$ cat src/rtl/rfc_pkg.sv
package rfc_pkg;
    localparam int REG_W    = 32;
    localparam int B_SRST   = 0;
    localparam int B_FRM    = 2;
    localparam int B_RXF    = 4;
    localparam int B_TXF    = 5;
    localparam int SEL_LO   = 6;
    localparam int SEL_W    = 5;
    localparam int B_DMA    = 30;
    localparam int B_IDLE   = 31;
    localparam logic [SEL_W-1:0] SEL_ALL = 5'd16;

    typedef enum logic [1:0] {
        SR_IDLE  = 2'd0,
        SR_DRAIN = 2'd1,
        SR_RESET = 2'd2
    } srst_state_e;
endpackage

$ cat src/rtl/rfc_hold_timer.sv
module rfc_hold_timer #(
    parameter int LEN = 8
) (
    input  logic clk,
    input  logic rst_n,
    input  logic start,
    input  logic tick,
    input  logic abort,
    output logic busy
);
    localparam int CW = $clog2(LEN + 1);
    localparam logic [CW-1:0] LAST = CW'(LEN - 1);

    logic [CW-1:0] cnt;

    always_ff @(posedge clk or negedge rst_n) begin
        if (!rst_n) begin
            busy <= 1'b0;
            cnt  <= '0;
        end else if (abort) begin
            busy <= 1'b0;
            cnt  <= '0;
        end else if (!busy) begin
            busy <= start;
            cnt  <= '0;
        end else if (tick) begin
            if (cnt == LAST) begin
                busy <= 1'b0;
            end
            cnt <= cnt + 1'b1;
        end
    end
endmodule

$ cat src/rtl/rfc_srst_fsm.sv
module rfc_srst_fsm
    import rfc_pkg::*;
(
    input  logic clk,
    input  logic rst_n,
    input  logic req,
    input  logic mst_idle,
    input  logic done_in,
    output logic pend,
    output logic stop,
    output logic core_rst,
    output logic finish
);
    srst_state_e state_q, state_d;

    always_comb begin
        state_d = state_q;
        unique case (state_q)
            SR_IDLE:  if (req)      state_d = SR_DRAIN;
            SR_DRAIN: if (mst_idle) state_d = SR_RESET;
            SR_RESET: if (done_in)  state_d = SR_IDLE;
            default:                state_d = SR_IDLE;
        endcase
    end

    always_ff @(posedge clk or negedge rst_n) begin
        if (!rst_n) state_q <= SR_IDLE;
        else        state_q <= state_d;
    end

    always_comb begin
        pend     = 1'b0;
        stop     = 1'b0;
        core_rst = 1'b0;
        finish   = 1'b0;
        unique case (state_q)
            SR_IDLE: ;
            SR_DRAIN: begin
                pend = 1'b1;
                stop = 1'b1;
            end
            SR_RESET: begin
                pend     = 1'b1;
                core_rst = 1'b1;
                finish   = done_in;
            end
            default: ;
        endcase
    end
endmodule

$ cat src/rtl/core_reset_ctrl.sv
module core_reset_ctrl
    import rfc_pkg::*;
#(
    parameter int               FLUSH_TICKS = 8,
    parameter int               FRM_HOLD    = 3,
    parameter int               CFG_W       = 16,
    parameter logic [CFG_W-1:0] KEEP_MASK   = 16'hF0F0
) (
    input  logic             clk,
    input  logic             rst_n,
    input  logic             reg_wr,
    input  logic             reg_addr,
    input  logic [31:0]      reg_wdata,
    output logic [31:0]      reg_rdata,
    input  logic             slow_tick,
    input  logic             mst_idle_i,
    input  logic             dma_busy_i,
    input  logic             srst_done_i,
    output logic             txf_flush_o,
    output logic [4:0]       txf_sel_o,
    output logic             rxf_flush_o,
    output logic             frm_clr_o,
    output logic             mst_stop_o,
    output logic             core_srst_o,
    output logic [CFG_W-1:0] cfg_o
);
    logic             wr_ctl, wr_cfg;
    logic             tx_busy, rx_busy, frm_busy;
    logic             sr_pend, sr_finish;
    logic [SEL_W-1:0] sel_q;
    logic [CFG_W-1:0] cfg_q;
    logic             unused_wdata;

    assign wr_ctl       = reg_wr & ~reg_addr;
    assign wr_cfg       = reg_wr &  reg_addr;
    assign unused_wdata = ^reg_wdata;

    rfc_srst_fsm u_srst (
        .clk      (clk),
        .rst_n    (rst_n),
        .req      (wr_ctl & reg_wdata[B_SRST]),
        .mst_idle (mst_idle_i),
        .done_in  (srst_done_i),
        .pend     (sr_pend),
        .stop     (mst_stop_o),
        .core_rst (core_srst_o),
        .finish   (sr_finish)
    );

    rfc_hold_timer #(.LEN(FLUSH_TICKS)) u_tx_tmr (
        .clk   (clk),
        .rst_n (rst_n),
        .start (wr_ctl & reg_wdata[B_TXF]),
        .tick  (slow_tick),
        .abort (sr_finish),
        .busy  (tx_busy)
    );

    rfc_hold_timer #(.LEN(FLUSH_TICKS)) u_rx_tmr (
        .clk   (clk),
        .rst_n (rst_n),
        .start (wr_ctl & reg_wdata[B_RXF]),
        .tick  (slow_tick),
        .abort (sr_finish),
        .busy  (rx_busy)
    );

    rfc_hold_timer #(.LEN(FRM_HOLD)) u_frm_tmr (
        .clk   (clk),
        .rst_n (rst_n),
        .start (wr_ctl & reg_wdata[B_FRM]),
        .tick  (1'b1),
        .abort (sr_finish),
        .busy  (frm_busy)
    );

    // Select field is frozen while a transmit flush is pending
    always_ff @(posedge clk or negedge rst_n) begin
        if (!rst_n)                 sel_q <= '0;
        else if (wr_ctl && !tx_busy) sel_q <= reg_wdata[SEL_LO +: SEL_W];
    end

    always_ff @(posedge clk or negedge rst_n) begin
        if (!rst_n)         cfg_q <= '0;
        else if (sr_finish) cfg_q <= cfg_q & KEEP_MASK;
        else if (wr_cfg)    cfg_q <= reg_wdata[CFG_W-1:0];
    end

    assign txf_flush_o = tx_busy | core_srst_o;
    assign rxf_flush_o = rx_busy | core_srst_o;
    assign txf_sel_o   = core_srst_o ? SEL_ALL : sel_q;
    assign frm_clr_o   = frm_busy;
    assign cfg_o       = cfg_q;

    always_comb begin
        reg_rdata = '0;
        if (reg_addr) begin
            reg_rdata[CFG_W-1:0] = cfg_q;
        end else begin
            reg_rdata[B_IDLE]              = mst_idle_i;
            reg_rdata[B_DMA]               = dma_busy_i;
            reg_rdata[SEL_LO +: SEL_W]     = sel_q;
            reg_rdata[B_TXF]               = tx_busy;
            reg_rdata[B_RXF]               = rx_busy;
            reg_rdata[B_FRM]               = frm_busy;
            reg_rdata[B_SRST]              = sr_pend;
        end
    end
endmodule

$ cat config.mk
export PLATFORM = sky130hd
export DESIGN_NAME = core_reset_ctrl
export DESIGN_NICKNAME = d
export VERILOG_FILES = /design/src/rtl/rfc_pkg.sv /design/src/rtl/rfc_hold_timer.sv /design/src/rtl/rfc_srst_fsm.sv /design/src/rtl/core_reset_ctrl.sv
export SDC_FILE = /design/constraint.sdc
export NUM_CORES = 1
export LEC_CHECK = 0
export BUFFER_PORTS_ARGS = -buffer_cell sky130_fd_sc_hd__buf_2
export CAP_MARGIN = 20
export CORE_UTILIZATION = 30
export CTS_CLUSTER_SIZE = 40
export DETAILED_ROUTE_END_ITERATION = 8
export PLACE_DENSITY_LB_ADDON = 0.1
export SLEW_MARGIN = 10
export SYNTH_ARGS = -nofsm -noshare
export SYNTH_HDL_FRONTEND = slang
export SYNTH_SLANG_ARGS = --single-unit
export TNS_END_PERCENT = 1
$ cat constraint.sdc
create_clock -name clk -period 3.15 [get_ports clk]
set_input_delay 0.63 -clock clk [delete_from_list [all_inputs] [get_ports clk]]
set_output_delay 0.63 -clock clk [all_outputs]
set_load 0.02 [all_outputs]
==> impl_metrics.toml <==
[logic_synthesis]
synth_enable_flop_cells = 0
synth_top_flop_cell = "dfrtp_1"
yosys-top-cells-area = "dfrtp_1 48%, mux2_2 14%, buf_4 6.0%"
synth_most_common_cell = "dfrtp_1"
ys_seq_area_share_pct = 47.97
synth_top_cell_area_share_pct = 47.97
yosys_warnings = 0
synthCells = 176
netlist_area_sq_mm = 0.001878
async_flop_share_pct = 100.0
yosys_register_bits = 36
synth.distinct_cells = 27
syn_avg_cell_area_sq_um = 10.67
synth_top_area_cell = "dfrtp_1"
synth_common_cells = "36 x dfrtp_1, 24 x mux2_2, 16 x nand2_1, 15 x buf_4, 12 x nor2_1"

[clocking]
cts-hold-fix-buffers = 0
cts_sinks = 36
cts_resized = 0
clock_path_buffers = 2
insertion_delay_ps = 290
cts_setup_buffers = 0
numCtsBuffers = 5
tritoncts = "yes"
cts-root-buf = "clkbuf_8"
clk_pin_slew_ps = 60
h-tree-depth = 2

[timing]
min_period_ps = 2303
period_share_pct = 73.10
fmax_mhz = 434.3
setup_viol = 0
worst_slack_ps = 847.2
setup_tns_ps = 0
worstMarginPinSlew_ps = 833.8
slew_headroom_pct = 44.41
fin_hold_ws_ps = 429.1
maxSlewViolCount = 0
rsz0062_at_grt = "false"
fin_skew_ps = 10.91
hold_violations = 0

[placement]
place_ws_ps = 837.6
gp_congestion = 0.6796
dp_hpwl_um = 2967
io_buffers = 67

[floorplanning]
io_pins = 98
die_area_sq_mm = 0.006580
fp.coreArea_sq_mm = 0.005991
start_util_pct = 31.35
fp-row-count = 28
fp.dieH_um = 81.12
fp.dieW_um = 81.12

[detailed_routing]
drt-wirelength-per-cell_um = 13.23
wl_um = 4234
dr.pass1.iters = 7
ant_nets = 0
dr_total_vias = 1434
drtIter0Drc = 39
drc_errors = 0
vias_per_cell = 4.481

[grt]
grt_antenna_before_repair = 0
grt_usage_pct = 14.03
overflow = 0
grt_pass1_vias = 1311
grt_max_degree = 37
grt_pass1_wl_um = 6782

[finish]
antenna_cells = 0
syn2layout_area_growth_pct = 24.45
drive_above_1_share_pct = 42.45
fillers = 613
nets = 291
final_core_util_pct = 39.01

[status]
outcome = "complete, no violations"

[worst_setup_path]
end_kind = "primary output"
critPathKind = "primary input to primary output"
cp-start-kind = "primary input"
required_ps = 2520
path_max_fanout = 30
critical_path_arrival_ps = 1670

[min_path]
min_path_type = "register to register"

[power_and_ir_drop]
total_power_w = 0.002044
p_per_area_mw_per_mm2 = 874.4
ir_drop_v = 0.0003545
leakage_nw = 1.188

[job]
cap_violations = 0
[registers in the layout, summed over array words and instances (netlist names)]
register	flops
cfg_o	16
sel_q	5
u_rx_tmr.cnt	4
u_tx_tmr.cnt	4
u_frm_tmr.cnt	2
u_srst.state_q	2
u_frm_tmr.busy	1
u_rx_tmr.busy	1
u_tx_tmr.busy	1
[routing by layer]
| metal | GRT usage (%) | vias to the layer above | share of wire (%) |
|---|---|---|---|
| met5 | 0 | - | 0 |
| met4 | 5.357 | 0 | 1.5 |
| met3 | 4.494 | 7 | 6.0 |
| met2 | 21.43 | 53 | 45 |
| met1 | 18.39 | 682 | 48 |
| li1 | - | 692 | - |
[critical path, cell delays in order]
cell and delay [ps]:
buf_2 470, mux2_2 410, buf_2 160
[cells by family after synthesis]
| group | after synthesis | share of synthesized area [%] |
|---|---|---|
| xor+xnor | 6 | 2.798 |
| compound gates | 12 | 3.598 |
| other cells | 1 | 0.1997 |
| mux | 26 | 15.46 |
| simple gates | 63 | 17.19 |
| buf+inv | 25 | 8.128 |
| flops | 36 | 47.97 |
| fa+ha+maj | 7 | 4.663 |
[cells in the final DEF, fill, tap and decap left out]
master     netlist  final
nor2b_1          6      6
nand4_1          2      2
buf_2            2     67
buf_4           15      1
ha_1             7      7
a21oi_1         10     10
mux2i_1          2      2
nor3_1           2      2
bufinv_16        0      1
nor3b_2          1      1
nand4b_1         1      1
nor2_1          12     12
nor2_2           1      1
clkinv_2         0      1
nand3b_1         2      2
dfrtp_1         36     36
a222oi_1         1      1
xnor2_1          2      2
nand2_1         16     16
clkbuf_1         3      1
inv_1            5      5
conb_1           1     14
clkbuf_8         0      5
and2_1           8      8
or2_2            3      3
xor2_1           4      4
mux2_2          24     24
nand3_1          8      8
a22oi_1          1      1
nand2b_1         1      1
[power breakdown]
group          total, W  switching [W]  leakage [nW]  internal, W
clock          0.000400       0.000165        0.0552     0.000235
sequential     0.000730       0.000115         0.450     0.000614
combinational  0.000914       0.000542         0.683     0.000371
total           0.00204       0.000823          1.19      0.00122
[through the flow]
step,instance area (sq um),std cells
2_1_floorplan,1927,189
3_3_place_gp,2230,312
3_5_place_dp,2230,312
4_1_cts,2337,320
5_1_grt,2337,320
6_report,2337,320
[area by class of cell]
class	instances	area, sq um	area share, %
Multi-Input combinational cell	128	873.3	37.37
Clock buffer	6	72.57	3.105
Inverter	5	18.77	0.8030
Timing Repair Buffer	68	342.8	14.67
Sequential cell	36	900.9	38.54
Tap cell	75	93.84	4.015
Clock inverter	2	35.03	1.499
[final timing paths]
check	start	end	slack [ps]	cells past startpoint
min in group asynchronous	rst_n	cfg_o[14]	440	1
worst min-delay path	u_frm_tmr.cnt[0]	u_frm_tmr.cnt[0]	430	1
worst min register to register	u_frm_tmr.cnt[0]	u_frm_tmr.cnt[0]	430	1
worst max register to register	u_srst.state_q[0]	cfg_o[4]	900	5
max in group asynchronous	rst_n	u_frm_tmr.cnt[1]	2190	1
worst max-delay path	reg_addr	reg_rdata[5]	850	3
No activity file was read; power rests on OpenSTA's default activity.
